### config.mk
export PLATFORM = sky130hd
export DESIGN_NAME = irq_level_ctrl
export DESIGN_NICKNAME = d
export VERILOG_FILES = /design/src/rtl/irq_ctrl_pkg.sv /design/src/rtl/irq_regs.sv /design/src/rtl/irq_route.sv /design/src/rtl/irq_lowest.sv /design/src/rtl/irq_level_ctrl.sv
export SDC_FILE = /design/constraint.sdc
export NUM_CORES = 1
export LEC_CHECK = 0
export ABC_AREA = 1
export ABC_CLOCK_PERIOD_IN_PS = 3400
export BUFFER_PORTS_ARGS = -buffer_cell sky130_fd_sc_hd__buf_2
export CAP_MARGIN = 20
export CORE_UTILIZATION = 40
export CTS_CLUSTER_DIAMETER = 40
export DETAILED_ROUTE_END_ITERATION = 7
export GPL_TIMING_DRIVEN = 0
export SLEW_MARGIN = 20
export SYNTH_ARGS = -nofsm -noshare
export SYNTH_HDL_FRONTEND = slang
export SYNTH_SLANG_ARGS = --single-unit
### constraint.sdc
create_clock -name clk_i -period 3.4 [get_ports clk_i]
set_input_delay 0.17 -clock clk_i [delete_from_list [all_inputs] [get_ports clk_i]]
set_output_delay 0.17 -clock clk_i [all_outputs]
set_load 0.01 [all_outputs]
### src/rtl/irq_ctrl_pkg.sv
package irq_ctrl_pkg;
  localparam int unsigned NUM_OUT = 2;
  localparam int unsigned OFS_ST0   = 'h00;
  localparam int unsigned OFS_ST1   = 'h04;
  localparam int unsigned OFS_TYPE  = 'h20;
  localparam int unsigned OFS_RAW   = 'h30;
  localparam int unsigned OFS_ENSET = 'h34;
  localparam int unsigned OFS_ENCLR = 'h38;
endpackage

### src/rtl/irq_regs.sv
module irq_regs
  import irq_ctrl_pkg::*;
#(
  parameter int unsigned NUM_SRC = 32,
  parameter int unsigned ADDR_W  = 8
) (
  input  logic               clk_i,
  input  logic               rst_ni,
  input  logic               wr_en_i,
  input  logic [ADDR_W-1:0]  addr_i,
  input  logic [NUM_SRC-1:0] wdata_i,
  input  logic [NUM_SRC-1:0] raw_i,
  input  logic [NUM_SRC-1:0] st0_i,
  input  logic [NUM_SRC-1:0] st1_i,
  output logic [NUM_SRC-1:0] mask_o,
  output logic [NUM_SRC-1:0] type_o,
  output logic [NUM_SRC-1:0] rdata_o
);
  localparam logic [ADDR_W-1:0] A_ST0   = ADDR_W'(OFS_ST0);
  localparam logic [ADDR_W-1:0] A_ST1   = ADDR_W'(OFS_ST1);
  localparam logic [ADDR_W-1:0] A_TYPE  = ADDR_W'(OFS_TYPE);
  localparam logic [ADDR_W-1:0] A_RAW   = ADDR_W'(OFS_RAW);
  localparam logic [ADDR_W-1:0] A_ENSET = ADDR_W'(OFS_ENSET);
  localparam logic [ADDR_W-1:0] A_ENCLR = ADDR_W'(OFS_ENCLR);

  logic [NUM_SRC-1:0] mask_q, type_q;

  always_ff @(posedge clk_i or negedge rst_ni) begin
    if (!rst_ni) begin
      mask_q <= '0;
      type_q <= '0;
    end else if (wr_en_i) begin
      case (addr_i)
        A_ENSET: mask_q <= mask_q | wdata_i;
        A_ENCLR: mask_q <= mask_q & ~wdata_i;
        A_TYPE:  type_q <= wdata_i;
        default: ;
      endcase
    end
  end

  always_comb begin
    case (addr_i)
      A_ST0:            rdata_o = st0_i;
      A_ST1:            rdata_o = st1_i;
      A_TYPE:           rdata_o = type_q;
      A_RAW:            rdata_o = raw_i;
      A_ENSET, A_ENCLR: rdata_o = mask_q;
      default:          rdata_o = '0;
    endcase
  end

  assign mask_o = mask_q;
  assign type_o = type_q;

  AST_SET_HITS: assert property (@(posedge clk_i) disable iff (!rst_ni)
    (wr_en_i && addr_i == A_ENSET) |=> ((mask_q & $past(wdata_i)) == $past(wdata_i)));
  AST_SET_KEEPS: assert property (@(posedge clk_i) disable iff (!rst_ni)
    (wr_en_i && addr_i == A_ENSET) |=> ((mask_q & $past(mask_q)) == $past(mask_q)));
  AST_CLR_HITS: assert property (@(posedge clk_i) disable iff (!rst_ni)
    (wr_en_i && addr_i == A_ENCLR) |=> ((mask_q & $past(wdata_i)) == '0));
  AST_CLR_KEEPS: assert property (@(posedge clk_i) disable iff (!rst_ni)
    (wr_en_i && addr_i == A_ENCLR) |=>
      ((mask_q & ~$past(wdata_i)) == ($past(mask_q) & ~$past(wdata_i))));
  AST_RO_WRITE: assert property (@(posedge clk_i) disable iff (!rst_ni)
    (wr_en_i && (addr_i == A_ST0 || addr_i == A_ST1 || addr_i == A_RAW))
      |=> ($stable(mask_q) && $stable(type_q)));
endmodule

### src/rtl/irq_route.sv
module irq_route
  import irq_ctrl_pkg::*;
#(
  parameter int unsigned NUM_SRC = 32
) (
  input  logic               clk_i,
  input  logic               rst_ni,
  input  logic [NUM_SRC-1:0] irq_i,
  input  logic [NUM_SRC-1:0] mask_i,
  input  logic [NUM_SRC-1:0] type_i,
  output logic [NUM_SRC-1:0] raw_o,
  output logic [NUM_SRC-1:0] st0_o,
  output logic [NUM_SRC-1:0] st1_o,
  output logic [NUM_OUT-1:0] cpu_o
);
  localparam int unsigned GLB = NUM_SRC - 1;

  logic [NUM_SRC-1:0] raw_q;
  logic [NUM_SRC-1:0] st [NUM_OUT];

  always_ff @(posedge clk_i or negedge rst_ni) begin
    if (!rst_ni) raw_q <= '0;
    else         raw_q <= irq_i;
  end

  for (genvar k = 0; k < NUM_OUT; k++) begin : g_out
    // type bit equal to k selects output k
    logic [NUM_SRC-1:0] sel;
    assign sel      = (k == 0) ? ~type_i : type_i;
    assign st[k]    = raw_q & mask_i & sel;
    assign cpu_o[k] = (|st[k]) & mask_i[GLB];
  end

  assign raw_o = raw_q;
  assign st0_o = st[0];
  assign st1_o = st[1];

  AST_VIEWS_DISJOINT: assert property (@(posedge clk_i) disable iff (!rst_ni)
    (st0_o & st1_o) == '0);
  AST_VIEWS_COVER: assert property (@(posedge clk_i) disable iff (!rst_ni)
    (st0_o | st1_o) == (raw_q & mask_i));
endmodule

### src/rtl/irq_lowest.sv
module irq_lowest #(
  parameter int unsigned NUM_SRC = 32,
  localparam int unsigned IDX_W  = $clog2(NUM_SRC)
) (
  input  logic               clk_i,
  input  logic               rst_ni,
  input  logic [NUM_SRC-1:0] vec_i,
  output logic [IDX_W-1:0]   idx_o,
  output logic               valid_o
);
  always_comb begin
    idx_o = '0;
    for (int i = NUM_SRC - 1; i >= 0; i--) begin
      if (vec_i[i]) idx_o = IDX_W'(i);
    end
  end

  assign valid_o = |vec_i;

  logic [NUM_SRC-1:0] below;
  assign below = vec_i & ((NUM_SRC'(1) << idx_o) - NUM_SRC'(1));

  AST_IDX_HIT: assert property (@(posedge clk_i) disable iff (!rst_ni)
    valid_o |-> vec_i[idx_o]);
  AST_IDX_LOWEST: assert property (@(posedge clk_i) disable iff (!rst_ni)
    valid_o |-> (below == '0));
  AST_IDX_EMPTY: assert property (@(posedge clk_i) disable iff (!rst_ni)
    !valid_o |-> (vec_i == '0));
endmodule

### src/rtl/irq_level_ctrl.sv
module irq_level_ctrl
  import irq_ctrl_pkg::*;
#(
  parameter int unsigned NUM_SRC = 32,
  parameter int unsigned ADDR_W  = 8,
  localparam int unsigned IDX_W  = $clog2(NUM_SRC)
) (
  input  logic               clk_i,
  input  logic               rst_ni,
  input  logic [NUM_SRC-1:0] irq_i,
  input  logic               wr_en_i,
  input  logic [ADDR_W-1:0]  addr_i,
  input  logic [NUM_SRC-1:0] wdata_i,
  output logic [NUM_SRC-1:0] rdata_o,
  output logic               cpu_irq0_o,
  output logic               cpu_irq1_o,
  output logic [IDX_W-1:0]   pend_idx_o,
  output logic               pend_valid_o
);
  localparam int unsigned GLB = NUM_SRC - 1;

  logic [NUM_SRC-1:0] mask, typ, raw, st0, st1;
  logic [NUM_OUT-1:0] cpu;

  irq_regs #(.NUM_SRC(NUM_SRC), .ADDR_W(ADDR_W)) u_regs (
    .clk_i, .rst_ni, .wr_en_i, .addr_i, .wdata_i,
    .raw_i(raw), .st0_i(st0), .st1_i(st1),
    .mask_o(mask), .type_o(typ), .rdata_o
  );

  irq_route #(.NUM_SRC(NUM_SRC)) u_route (
    .clk_i, .rst_ni, .irq_i, .mask_i(mask), .type_i(typ),
    .raw_o(raw), .st0_o(st0), .st1_o(st1), .cpu_o(cpu)
  );

  irq_lowest #(.NUM_SRC(NUM_SRC)) u_lowest (
    .clk_i, .rst_ni, .vec_i(st0), .idx_o(pend_idx_o), .valid_o(pend_valid_o)
  );

  assign cpu_irq0_o = cpu[0];
  assign cpu_irq1_o = cpu[1];

  AST_GLOBAL_GATE: assert property (@(posedge clk_i) disable iff (!rst_ni)
    !mask[GLB] |-> (!cpu_irq0_o && !cpu_irq1_o));
  AST_OUT0_SOURCE: assert property (@(posedge clk_i) disable iff (!rst_ni)
    cpu_irq0_o |-> pend_valid_o);
endmodule

---- After elaboration in Yosys (flattened, before gate mapping) ----
Index checks and enable logic that the tools add are counted.
word-level totals
  word-level logic and storage cells ...... 58
  output and inout bits ................... 40
  bits of input ports ..................... 75
  register bits ........................... 96
cells by class
  reductions and logical operators ........ 7
  eq/ne operators ......................... 5
  muxes and demuxes ....................... 34
  bitwise gates (word level) .............. 9
operators by type and width
  kind                                           number
  2-to-1 mux 5 bit                               32
  case mux 32 bit (5 select lines)               1
  AND 32 bit                                     4
  NOT 32 bit                                     2
  case mux 32 bit (2 select lines)               1
  OR reduction 32 bit                            2
  == test 8 x 6 -> 1 bit, second input constant  4
  bitwise OR 32 bit                              1
  == test 8 x 3 -> 1 bit, second input constant  1
  zero test 8 bit                                1
  AND reduction 2 bit                            2
  AND 1 bit                                      2
  nonzero test 2 bit                             1
  OR reduction 2 bit                             1

---- Depth between registers and ports, before layout ----
Gate-level depths: netlist of run 1.
  word-level depth ........................ 34
  gate-level depth with buffers ........... 32
  gate-level depth less buffers ........... 32

---- Modules after synthesis ----
Synthesis of run 1 repeated with hierarchy kept, for this count alone.
unflattened totals
  cell total of the unflattened synthesis .. 1016
  area total of the unflattened synthesis .. 6537.5 sq um
modules (own cells, without submodules)
  module      area each (sq um)  cells each  instances  seq. area each (sq um)
  irq_regs    4366.7             670         1          1601.5
  irq_route   1700.4             239         1          800.8
  irq_lowest  470.5              107         1          0.0

---- Worst setup path before layout of run 1 ----
Ideal clock, no wire load.
  path kind ............................... flip-flop to output port
  start ................................... register u_regs.type_q[23], in the netlist u_regs.type_o[23]
  end ..................................... output port pend_idx_o[0]
  path buffers ............................ 0
  stages on the path, launching flop included .. 26
  path slack .............................. 1.315 ns
  arrival time ............................ 1.915 ns
  required time ........................... 3.230 ns
  cells stage by stage .................... dfrtp_1 nor3_1 bufinv_8 nand2_1 nand2_1 nand2_1 nand2_1 nand2_1 nand2_1 nand2_1 nand2_1 nand2_1 nand2_1 nand2_1 nand2_1 nand2_1 nand2_1 nand2_1 nand2_1 nand2_1 nand2_1 nand2_1 nand2_1 nand2_1 nand2_1 a21oi_2
on the way
  cells in the longest elaborated chain, start to end .. 26
ends and longest elaborated chain
  element                          line                  RTL
  from (decl)                      irq_regs.sv:26        logic [NUM_SRC-1:0] mask_q, type_q;
  from (signal assigned)           irq_regs.sv:36        A_TYPE: type_q <= wdata_i;
  NOT 32 bit                       irq_route.sv:29       assign sel = (k == 0) ? ~type_i : type_i;
  AND 32 bit                       irq_route.sv:30       assign st[k] = raw_q & mask_i & sel;
  2-to-1 mux 5 bit (24 in series)  irq_lowest.sv:14      if (vec_i[i]) idx_o = IDX_W'(i);
  to (decl)                        irq_level_ctrl.sv:17  output logic [IDX_W-1:0] pend_idx_o,
Every way passes these cells.

---- Worst setup path in the final report of run 1 ----
  start ................................... register u_regs.type_q[29], in the netlist u_regs.type_o[29]
  end ..................................... output port pend_idx_o[0]
on the way
  cells in the longest elaborated chain, start to end .. 32
ends and longest elaborated chain
  element                          line
  NOT 32 bit                       irq_route.sv:29
  AND 32 bit                       irq_route.sv:30
  2-to-1 mux 5 bit (30 in series)  irq_lowest.sv:14
Every way passes these cells.

==> results of run 1 <==
area by class of cell:
| class | count | area [um^2] |
|---|---|---|
| multi-input cells | 402 | 2210 |
| repair buffers | 148 | 935 |
| fillers | 1275 | 6020 |
| inverters | 165 | 647 |
| well taps | 172 | 215 |
| clock inverters | 5 | 38.8 |
| clock buffers | 11 | 253 |
| flip-flops and latches | 96 | 2400 |
| plain buffers | 28 | 105 |
stage by stage:
stage	std cells	setup slack, ps
floorplan	691	1310
global placement	977	660
detailed placement	978	624
CTS	1027	491
global route	1027	80.6
finish	1027	470
worst min path at each step:
stage | from | endpoint | slack, ps | depth (start not counted)
finish | wdata_i[13] | u_regs.type_o[13]$_DFFE_PN0P_ | 80 | 3
global route | wdata_i[5] | u_regs.type_o[5]$_DFFE_PN0P_ | 100 | 3
CTS | wdata_i[13] | u_regs.type_o[13]$_DFFE_PN0P_ | 80 | 3
detailed placement | rst_ni | u_route.raw_o[15]$_DFF_PN0_ | 100 | 1
global placement | irq_i[16] | u_route.raw_o[16]$_DFF_PN0_ | 280 | 1
floorplan | rst_ni | async pin | -130 | 0
worst register-to-register path, delay by kind of cell (launching register included):
kind / cells / cell delay [ps]
flops: 1 / 440
compound gates: 2 / 190
cell usage in the layout, fill, tap and decap left out, drive strengths merged, types with 20 or more instances in the layout:
cell type	Yosys	routed
o21ai	74	74
nor2	33	33
nor3	51	51
clkbuf	28	39
o31ai	33	33
o221ai	23	23
buf	0	115
inv	158	159
dlygate4sd3	0	33
nand3	20	20
dfrtp	96	96
o22ai	24	24
nand2	88	88
a21oi	22	22
kinds of logic after synthesis:
| kind of cell | count (synthesis) | share of synthesized area |
|---|---|---|
| and+or+nand+nor | 204 | 0.177 |
| DFF | 96 | 0.448 |
| buffers and inverters | 193 | 0.140 |
| AOI/OAI and AO/OA | 198 | 0.236 |
layer usage:
layer / vias up / global-route usage
li1: 2659 / -
met2: 231 / 0.430
met3: 37 / 0.0625
met5: - / 0
met1: 2620 / 0.333
met4: 0 / 0.0962
power by group through the flow:
stage	Clock (mW)	Combinational (mW)	Sequential (mW)
CTS	1.03	0.468	1.27
finish	1.00	0.470	1.27
global route	1.07	0.535	1.28
floorplan	0	0.269	1.27
detailed placement	0	0.438	1.29
global placement	0	0.422	1.29
==> run_results.csv, run 1 <==
group,metric,value,unit
run_status,status,"completed",
cells_and_area,drive_gt1_frac,0.196,
route,wl,17500,um
route,drt-vias-per-instance,5.40,
global_route,grt_usage,0.261,
setup_path,crit_family,"simple AND/OR/NAND/NOR gates",
power,power_switching,0.801,mW
timing,finalSetupTns,0,ps
global_route,grt_overflow,0,
global_route,grt_first_pass_wirelength,28100,um
setup_path,cp_num_buf_inv,2,
synthesis,yosys.area.top_type,"dfrtp_1",
power,peakVddDrop,0.000302,V
power,internal_power,1.94,mW
floorplanning,die_h,118,um
clocking,cts_sinks,96,
setup_path,start_kind,"register",
placed_design,dp_hpwl,12300,um
timing,max_slew_margin,0.451,
cells_and_area,design_area,0.00681,mm^2
synthesis,synth.top_cell.area_share,0.448,
placed_design,gp_congestion,0.896,
synthesis,async_flop_share,1.00,
clocking,cts-resized-gates,0,
route,first_iter_violations,436,
setup_path,ff2ff_path_depth,2,
synthesis,syn_inst,691,
synthesis,syn_nets,766,
timing,clock.fmax,0.341,GHz
setup_path,cp_slowest_stage_delay,400,ps
power,sw_frac_of_total,0.292,
timing,tightestPinTransition,823,ps
synthesis,ys_seq_elements,96,
setup_path,crit_path_end_kind,"output pin",
clocking,cts.path.max_buffers,2,
route,antenna_left,0,
setup_path,rrSetupSlack,2630,ps
synthesis,yosysMostFrequentCell,"inv_1",
setup_path,crit_path_frequent_cell,"nand2_1",
cells_and_area,area_delta_synth_final,26.9,%
cells_and_area,diodes,0,
power,pwr-share-seq,0.463,
global_route,antenna_found_initial,0,
setup_path,cp-startpoint,"u_regs.type_o[29]$_DFFE_PN0P_",
setup_path,crit_arrival,2760,ps
route,wl_met2,8240,um
setup_path,cp.depth,32,
flow_run,maxCapViolCount,0,
global_route,grt_max_degree,62,
timing,finalHoldViolCount,0,
global_route,first_global_vias,5585,
clocking,ctsHoldBuffers,33,
placed_design,port_buffers,114,
route,dr_wl_met3,1340,um
floorplanning,rows,41,
cells_and_area,utilization,0.531,
setup_path,criticalPathCategory,"reg -> out",
synthesis,ys_seq_area_frac,0.448,
timing,layout_min_cycle_time,2930,ps
clocking,cts_tree,"done",
floorplanning,start_util,0.418,
clocking,root_buffer,"clkbuf_16",
timing,finClkSkew,0,ps
route,drc,0,
setup_path,cp_max_fo,4,
power,leakagePower,3.18,nW
synthesis,synth_area_leaders,"dfrtp_1, inv_1, o21ai_1",
clocking,clk_pin_slew,70,ps
clocking,cts_buffers,9,
setup_path,cp_data_required_time,3230,ps
power,finalPower,2.74,mW
setup_path,cp-endpoint,"pend_idx_o[0]",
clocking,clk-insertion-delay-late,360,ps
floorplanning,die-area,0.0139,mm^2
timing,grt_setup_unrepaired,"false",
cells_and_area,nNetsFinal,925,
floorplanning,dieWidth,118,um
synthesis,yosys_warnings,0,
synthesis,synth_common_cells,"inv_1, dfrtp_1, nand2_1",
power,comb_power_share,0.171,
clocking,post_cts_buffers,0,
route,route.detailed.wl_per_inst,17.0,um
route,drt_pass1_iterations,5,
route,met1Wirelength,7450,um
clocking,htree_levels,3,
synthesis,synth-edff-count,0,
floorplanning,io_pins,115,
worst_hold_path,hp-class,"in -> reg",
power,pwr-share-clk,0.366,
route,vias,5547,
timing,timing.hold.ws,81.8,ps
synthesis,ys_types,34,
power,powerDensity,403,mW/mm^2
placed_design,placed_area,0.00618,mm^2
timing,setup_viol,0,
synthesis,ys.flop_type,"dfrtp_1",
synthesis,netlist_area,0.00537,mm^2
setup_path,cpMaxStageDelayCell,"dfrtp_1",
synthesis,synth.avg_cell_area,7.76,um^2
timing,finalCritPeriodShare,0.862,
route,dr.max_layer_used,"met4",
timing,slew_violations,0,
floorplanning,core_region_area,0.0128,mm^2
(Power assumes the default switching activity.)
==> run 2: changes to the inputs <==
--- a/config.mk
+++ b/config.mk
@@ -6,7 +6,7 @@
 export NUM_CORES = 1
 export LEC_CHECK = 0
 export ABC_AREA = 1
-export ABC_CLOCK_PERIOD_IN_PS = 3400
+export ABC_CLOCK_PERIOD_IN_PS = 2400
 export BUFFER_PORTS_ARGS = -buffer_cell sky130_fd_sc_hd__buf_2
 export CAP_MARGIN = 20
 export CORE_UTILIZATION = 40
==> constraint.sdc (replaced) <==
create_clock -name clk_i -period 2.4 [get_ports clk_i]
set_input_delay 0.12 -clock clk_i [delete_from_list [all_inputs] [get_ports clk_i]]
set_output_delay 0.12 -clock clk_i [all_outputs]
set_load 0.01 [all_outputs]
==> run 2 against run 1 <==
Global-route usage is 0.052 points higher. Cell area rose by 1.3%. Clock-buffer cell count stayed put. Cell count rose by 0.29%. Critical path type unchanged. The run now ends with negative setup slack left. Critical endpoint unchanged.
==> run_results.csv, run 2 (synthesized netlist as in run 1, its figures left out) <==
group,metric,value,unit
run_status,status,"complete, but fails checks",
run_status,violations,"negative setup slack",
flow_run,maxCapViolCount,0,
global_route,antenna_found_initial,0,
setup_path,reg2reg_to,"u_regs.type_o[31]$_DFFE_PN0P_",
cells_and_area,design_area,0.00690,mm^2
timing,timing.final.ws_setup,-437,ps
power,leakagePower,3.22,nW
cells_and_area,utilization,0.538,
setup_path,start_kind,"register",
route,first_iter_violations,423,
global_route,grt_usage,0.262,
setup_path,crit_path_end_kind,"output pin",
cells_and_area,final_common_cell,"inv_1",
route,wl,17500,um
setup_path,crit_path_frequent_cell,"nand2_1",
clocking,cts_buffers,9,
cells_and_area,diodes,0,
setup_path,ff2ff_path_depth,3,
route,drt_pass1_iterations,5,
timing,tightestPinTransition,825,ps
clocking,cts.path.max_buffers,2,
clocking,htree_levels,3,
timing,finalCritPeriodShare,1.18,
global_route,grt_overflow,0,
power,powerDensity,565,mW/mm^2
global_route,grt_first_pass_wirelength,28200,um
cells_and_area,drive_gt1_frac,0.218,
floorplanning,core_region_area,0.0128,mm^2
power,peakVddDrop,0.000426,V
setup_path,r2r_start,"u_regs.type_o[31]$_DFFE_PN0P_",
clocking,cts_sinks,96,
timing,layout_min_cycle_time,2840,ps
clocking,clk-insertion-delay-late,360,ps
worst_hold_path,hp-class,"in -> reg",
route,vias,5544,
setup_path,rrSetupSlack,1580,ps
timing,clock.fmax,0.352,GHz
worst_hold_path,hold_depth,3,
clocking,cts_tree,"done",
placed_design,gp_congestion,0.896,
setup_path,criticalPathCategory,"reg -> out",
placed_design,dp_hpwl,12300,um
floorplanning,die_h,118,um
global_route,grt_max_degree,62,
setup_path,cp_slowest_stage_delay,390,ps
placed_design,port_buffers,114,
cells_and_area,area_delta_synth_final,28.5,%
cells_and_area,nNetsFinal,928,
route,route.detailed.wl_per_inst,17.0,um
timing,setup_viol,3,
floorplanning,die-area,0.0139,mm^2
route,drt-vias-per-instance,5.38,
clocking,root_buffer,"clkbuf_16",
route,antenna_left,0,
placed_design,placed_area,0.00618,mm^2
setup_path,crit_arrival,2720,ps
timing,grt_setup_unrepaired,"true",
timing,slew_violations,0,
floorplanning,rows,41,
cells_and_area,final_cell_mix,"inv_1, buf_2, dfrtp_1, nand2_1, o21ai_1",
timing,max_slew_margin,0.450,
setup_path,cp_max_fo,2,
clocking,clk_pin_slew,70,ps
worst_hold_path,min_from,"wdata_i[13]",
worst_hold_path,whs_endpoint,"u_regs.type_o[13]$_DFFE_PN0P_",
setup_path,cp_data_required_time,2280,ps
timing,finClkSkew,0,ps
setup_path,cpMaxStageDelayCell,"dfrtp_1",
floorplanning,io_pins,115,
placed_design,place_ws,-276,ps
floorplanning,dieWidth,118,um
floorplanning,start_util,0.418,
global_route,first_global_vias,5624,
timing,finalHoldViolCount,0,
route,drc,0,
==> run 2: cell count changes in the layout (fill, tap and decap cells not counted), sizes merged <==
cell | before | now
buf | 115 | 118
==> run 2: report_power, final <==
| part | internal (mW) | switching, mW | total, mW | leakage, nW |
|---|---|---|---|---|
| Sequential | 1.72 | 0.0799 | 1.80 | 1.25 |
| Combinational | 0.274 | 0.400 | 0.674 | 1.82 |
| Clock | 0.765 | 0.661 | 1.43 | 0.142 |
| Total | 2.76 | 1.14 | 3.90 | 3.22 |
==> run 2: worst max-delay path by stage <==
| stage | depth (start not counted) | from | slack [ps] | end |
|---|---|---|---|---|
| detailed placement | 11 | addr_i[7] | -280 | rdata_o[1] |
| finish | 33 | u_route.raw_o[31]$_DFF_PN0_ | -440 | pend_idx_o[0] |
| global route | 33 | u_regs.type_o[30]$_DFFE_PN0P_ | -820 | pend_idx_o[0] |
| CTS | 33 | u_route.raw_o[31]$_DFF_PN0_ | -410 | pend_idx_o[0] |
| floorplan | 25 | u_regs.type_o[23]$_DFFE_PN0P_ | 360 | pend_idx_o[0] |
| global placement | 12 | addr_i[1] | -240 | rdata_o[29] |
==> run 2: repair_timing <==
item                                    in CTS  in global routing
gates cloned                                 0                  0
pin swaps                                    1                  0
setup buffers                                3                  0
endpoints found under the setup margin      29                 27
resized for setup                           10                 15
hold endpoints to repair                    67                  0
hold buffers                                33                  0
==> run 2: layout make-up <==
cell class / instances / area (um^2)
Buffer: 28 / 115
Clock buffer: 11 / 253
Clock inverter: 5 / 38.8
Fill cell: 1261 / 5930
Inverter: 165 / 648
Multi-Input combinational cell: 402 / 2270
Sequential cell: 96 / 2400
Tap cell: 172 / 215
Timing Repair Buffer: 151 / 957
==> run 2: per-layer routing <==
layer | wire (um) | GRT usage | up-vias
met5 | 0 | 0 | -
met4 | 416 | 0.102 | 0
met3 | 1200 | 0.0620 | 34
met2 | 8330 | 0.430 | 202
met1 | 7560 | 0.333 | 2649
li1 | - | - | 2659
==> run 2: stage by stage <==
stage / total power [mW] / instances / setup TNS [ps] / hold slack, ps
after floorplan: 2.19 / 691 / 0 / -176
after global placement: 2.42 / 977 / -4930 / 227
after detailed placement: 2.45 / 978 / -7170 / 46.3
after CTS: 3.92 / 1030 / -737 / 26.0
after global routing: 4.09 / 1030 / -1570 / 50.3
final: 3.90 / 1030 / -784 / 31.4
==> run 2: worst max-delay path, delay by kind of cell, from the launching register on <==
kind / cells / cell delay, ps
compound gates: 1 / 140
buf+inv: 1 / 150
flops: 1 / 390
simple gates: 31 / 1670
==> run 3: changes to the inputs <==
--- a/config.mk
+++ b/config.mk
@@ -9,7 +9,7 @@
 export ABC_CLOCK_PERIOD_IN_PS = 2400
 export BUFFER_PORTS_ARGS = -buffer_cell sky130_fd_sc_hd__buf_2
 export CAP_MARGIN = 20
-export CORE_UTILIZATION = 40
+export CORE_UTILIZATION = 29
 export CTS_CLUSTER_DIAMETER = 40
 export DETAILED_ROUTE_END_ITERATION = 7
 export GPL_TIMING_DRIVEN = 0
==> run 3 against run 2 <==
The flow still finishes with violations (negative setup slack). Combinational power increased by 0.6%. First-iteration DRC count down 13%. Clock power grew 11%. Largest power group unchanged. Sequential share of layout area fell by 0.47 points.
==> run_results.csv, run 3 (synthesized netlist as in run 1, its figures left out) <==
group,metric,value,unit
global_route,grt_usage,0.192,
placed_design,port_buffers,114,
timing,timing.final.ws_setup,-485,ps
worst_hold_path,hp-class,"in -> reg",
floorplanning,start_util,0.298,
placed_design,placed_area,0.00626,mm^2
global_route,antenna_found_initial,0,
clocking,cts_tree,"done",
cells_and_area,diodes,0,
route,first_iter_violations,369,
route,drc,0,
run_status,status,"complete, but fails checks",
timing,finalSetupTns,-919,ps
clocking,clk-insertion-delay-late,360,ps
cells_and_area,nNetsFinal,928,
setup_path,cpMaxStageDelayCell,"dfrtp_1",
clocking,htree_levels,3,
timing,setup_viol,3,
global_route,first_global_vias,5291,
global_route,grt_use_met1,0.266,
timing,finClkSkew,0,ps
route,vias,5397,
flow_run,maxCapViolCount,0,
floorplanning,die_h,138,um
setup_path,crit_chain,"nand2_2 > buf_4 > o21ai_1 > a31oi_1 > o311ai_1 > a31oi_1 > o31ai_1 > nand2_1 > nand2_1 > nand2_1 > nand2_1 > nand2_1 > a21boi_1 > buf_2",
setup_path,cp_max_fo,3,
route,drt_pass1_iterations,5,
floorplanning,io_pins,115,
setup_path,cp_slowest_stage_delay,400,ps
run_status,violations,"negative setup slack",
clocking,cts_buffers,9,
clocking,cts.path.max_buffers,2,
setup_path,crit_path_end_kind,"output pin",
timing,finalCritPeriodShare,1.20,
floorplanning,dieWidth,138,um
cells_and_area,utilization,0.388,
timing,finalHoldViolCount,0,
cells_and_area,fill_cells,1920,
global_route,grt_overflow,0,
floorplanning,rows,49,
power,powerDensity,582,mW/mm^2
timing,tightestPinTransition,805,ps
setup_path,rrSetupSlack,1620,ps
placed_design,dp_hpwl,13100,um
cells_and_area,design_area,0.00699,mm^2
cells_and_area,final_cell_mix,"inv_1, buf_2, dfrtp_1, nand2_1, o21ai_1",
global_route,grt_max_degree,78,
global_route,grt_busiest_layer,"met2",
setup_path,cp_num_buf_inv,2,
floorplanning,core_region_area,0.0180,mm^2
timing,slew_violations,0,
timing,grt_setup_unrepaired,"true",
power,peakVddDrop,0.000347,V
clocking,cts_sinks,96,
timing,layout_min_cycle_time,2880,ps
cells_and_area,area_delta_synth_final,30.3,%
clocking,clk_pin_slew,70,ps
timing,max_slew_margin,0.463,
global_route,grt_first_pass_wirelength,28400,um
setup_path,crit_path_frequent_cell,"nand2_1",
setup_path,crit_family,"compound AO/OA/AOI/OAI gates",
power,leakagePower,3.22,nW
clocking,root_buffer,"clkbuf_16",
timing,timing.hold.ws,33.8,ps
route,antenna_left,0,
floorplanning,die-area,0.0190,mm^2
global_route,gr-usage-met2,0.302,
global_route,use_met3,0.0426,
placed_design,place_ws,-289,ps
placed_design,placedCellCount,1035,
setup_path,crit_arrival,2760,ps
setup_path,cp_data_required_time,2280,ps
power,finalPower,4.07,mW
setup_path,start_kind,"register",
timing,clock.fmax,0.347,GHz
cells_and_area,final_common_cell,"inv_1",
route,drt-vias-per-instance,4.97,
cells_and_area,drive_gt1_frac,0.214,
placed_design,gp_congestion,0.846,
route,route.detailed.wl_per_inst,16.5,um
setup_path,criticalPathCategory,"reg -> out",
cells_and_area,stdcell_count,1087,
route,wl,17900,um
## run 3: layer usage
layer,wire [um],part of all wire
met1,8500,0.47
met2,8160,0.46
met3,1080,0.060
met4,202,0.011
met5,0,0
## run 3: path summary, 6_finish.rpt
kind                                        startpoint                             to  cells past startpoint
max                        u_route.raw_o[31]$_DFF_PN0_                  pend_idx_o[1]                     14
min                                        wdata_i[10]  u_regs.type_o[10]$_DFFE_PN0P_                      3
max reg2reg                                   register                       register                      2
min reg2reg                                   register                       register                      2
max in group asynchronous                       rst_ni                      async pin                      3
min in group asynchronous                       rst_ni     u_route.raw_o[5]$_DFF_PN0_                      2
## run 3: tightest hold or removal path, cell delays in order
cell and delay (ps):
buf_2 70, inv_1 50, o21ai_1 120
## run 3: cell type report
cell class / count / area (um^2) / area share
well taps: 229 / 287 / 0.0410
clock inverters: 7 / 96.3 / 0.0138
repair buffers: 151 / 957 / 0.137
flip-flops and latches: 96 / 2400 / 0.344
inverters: 165 / 648 / 0.0927
plain buffers: 28 / 109 / 0.0156
multi-input cells: 402 / 2270 / 0.324
clock buffers: 9 / 225 / 0.0322
## run 3: timing repair
item	in CTS	in global routing
setup buffers	1	2
hold buffers	33	0
resized for setup	10	8
hold endpoints to repair	128	0
setup endpoints to repair	30	28
pin swaps	2	1
## run 3: power by group
group          internal (mW)  leakage [nW]  switching (mW)
Combinational          0.274          1.81           0.404
Clock                  0.915         0.159           0.672
Sequential              1.72          1.25          0.0833
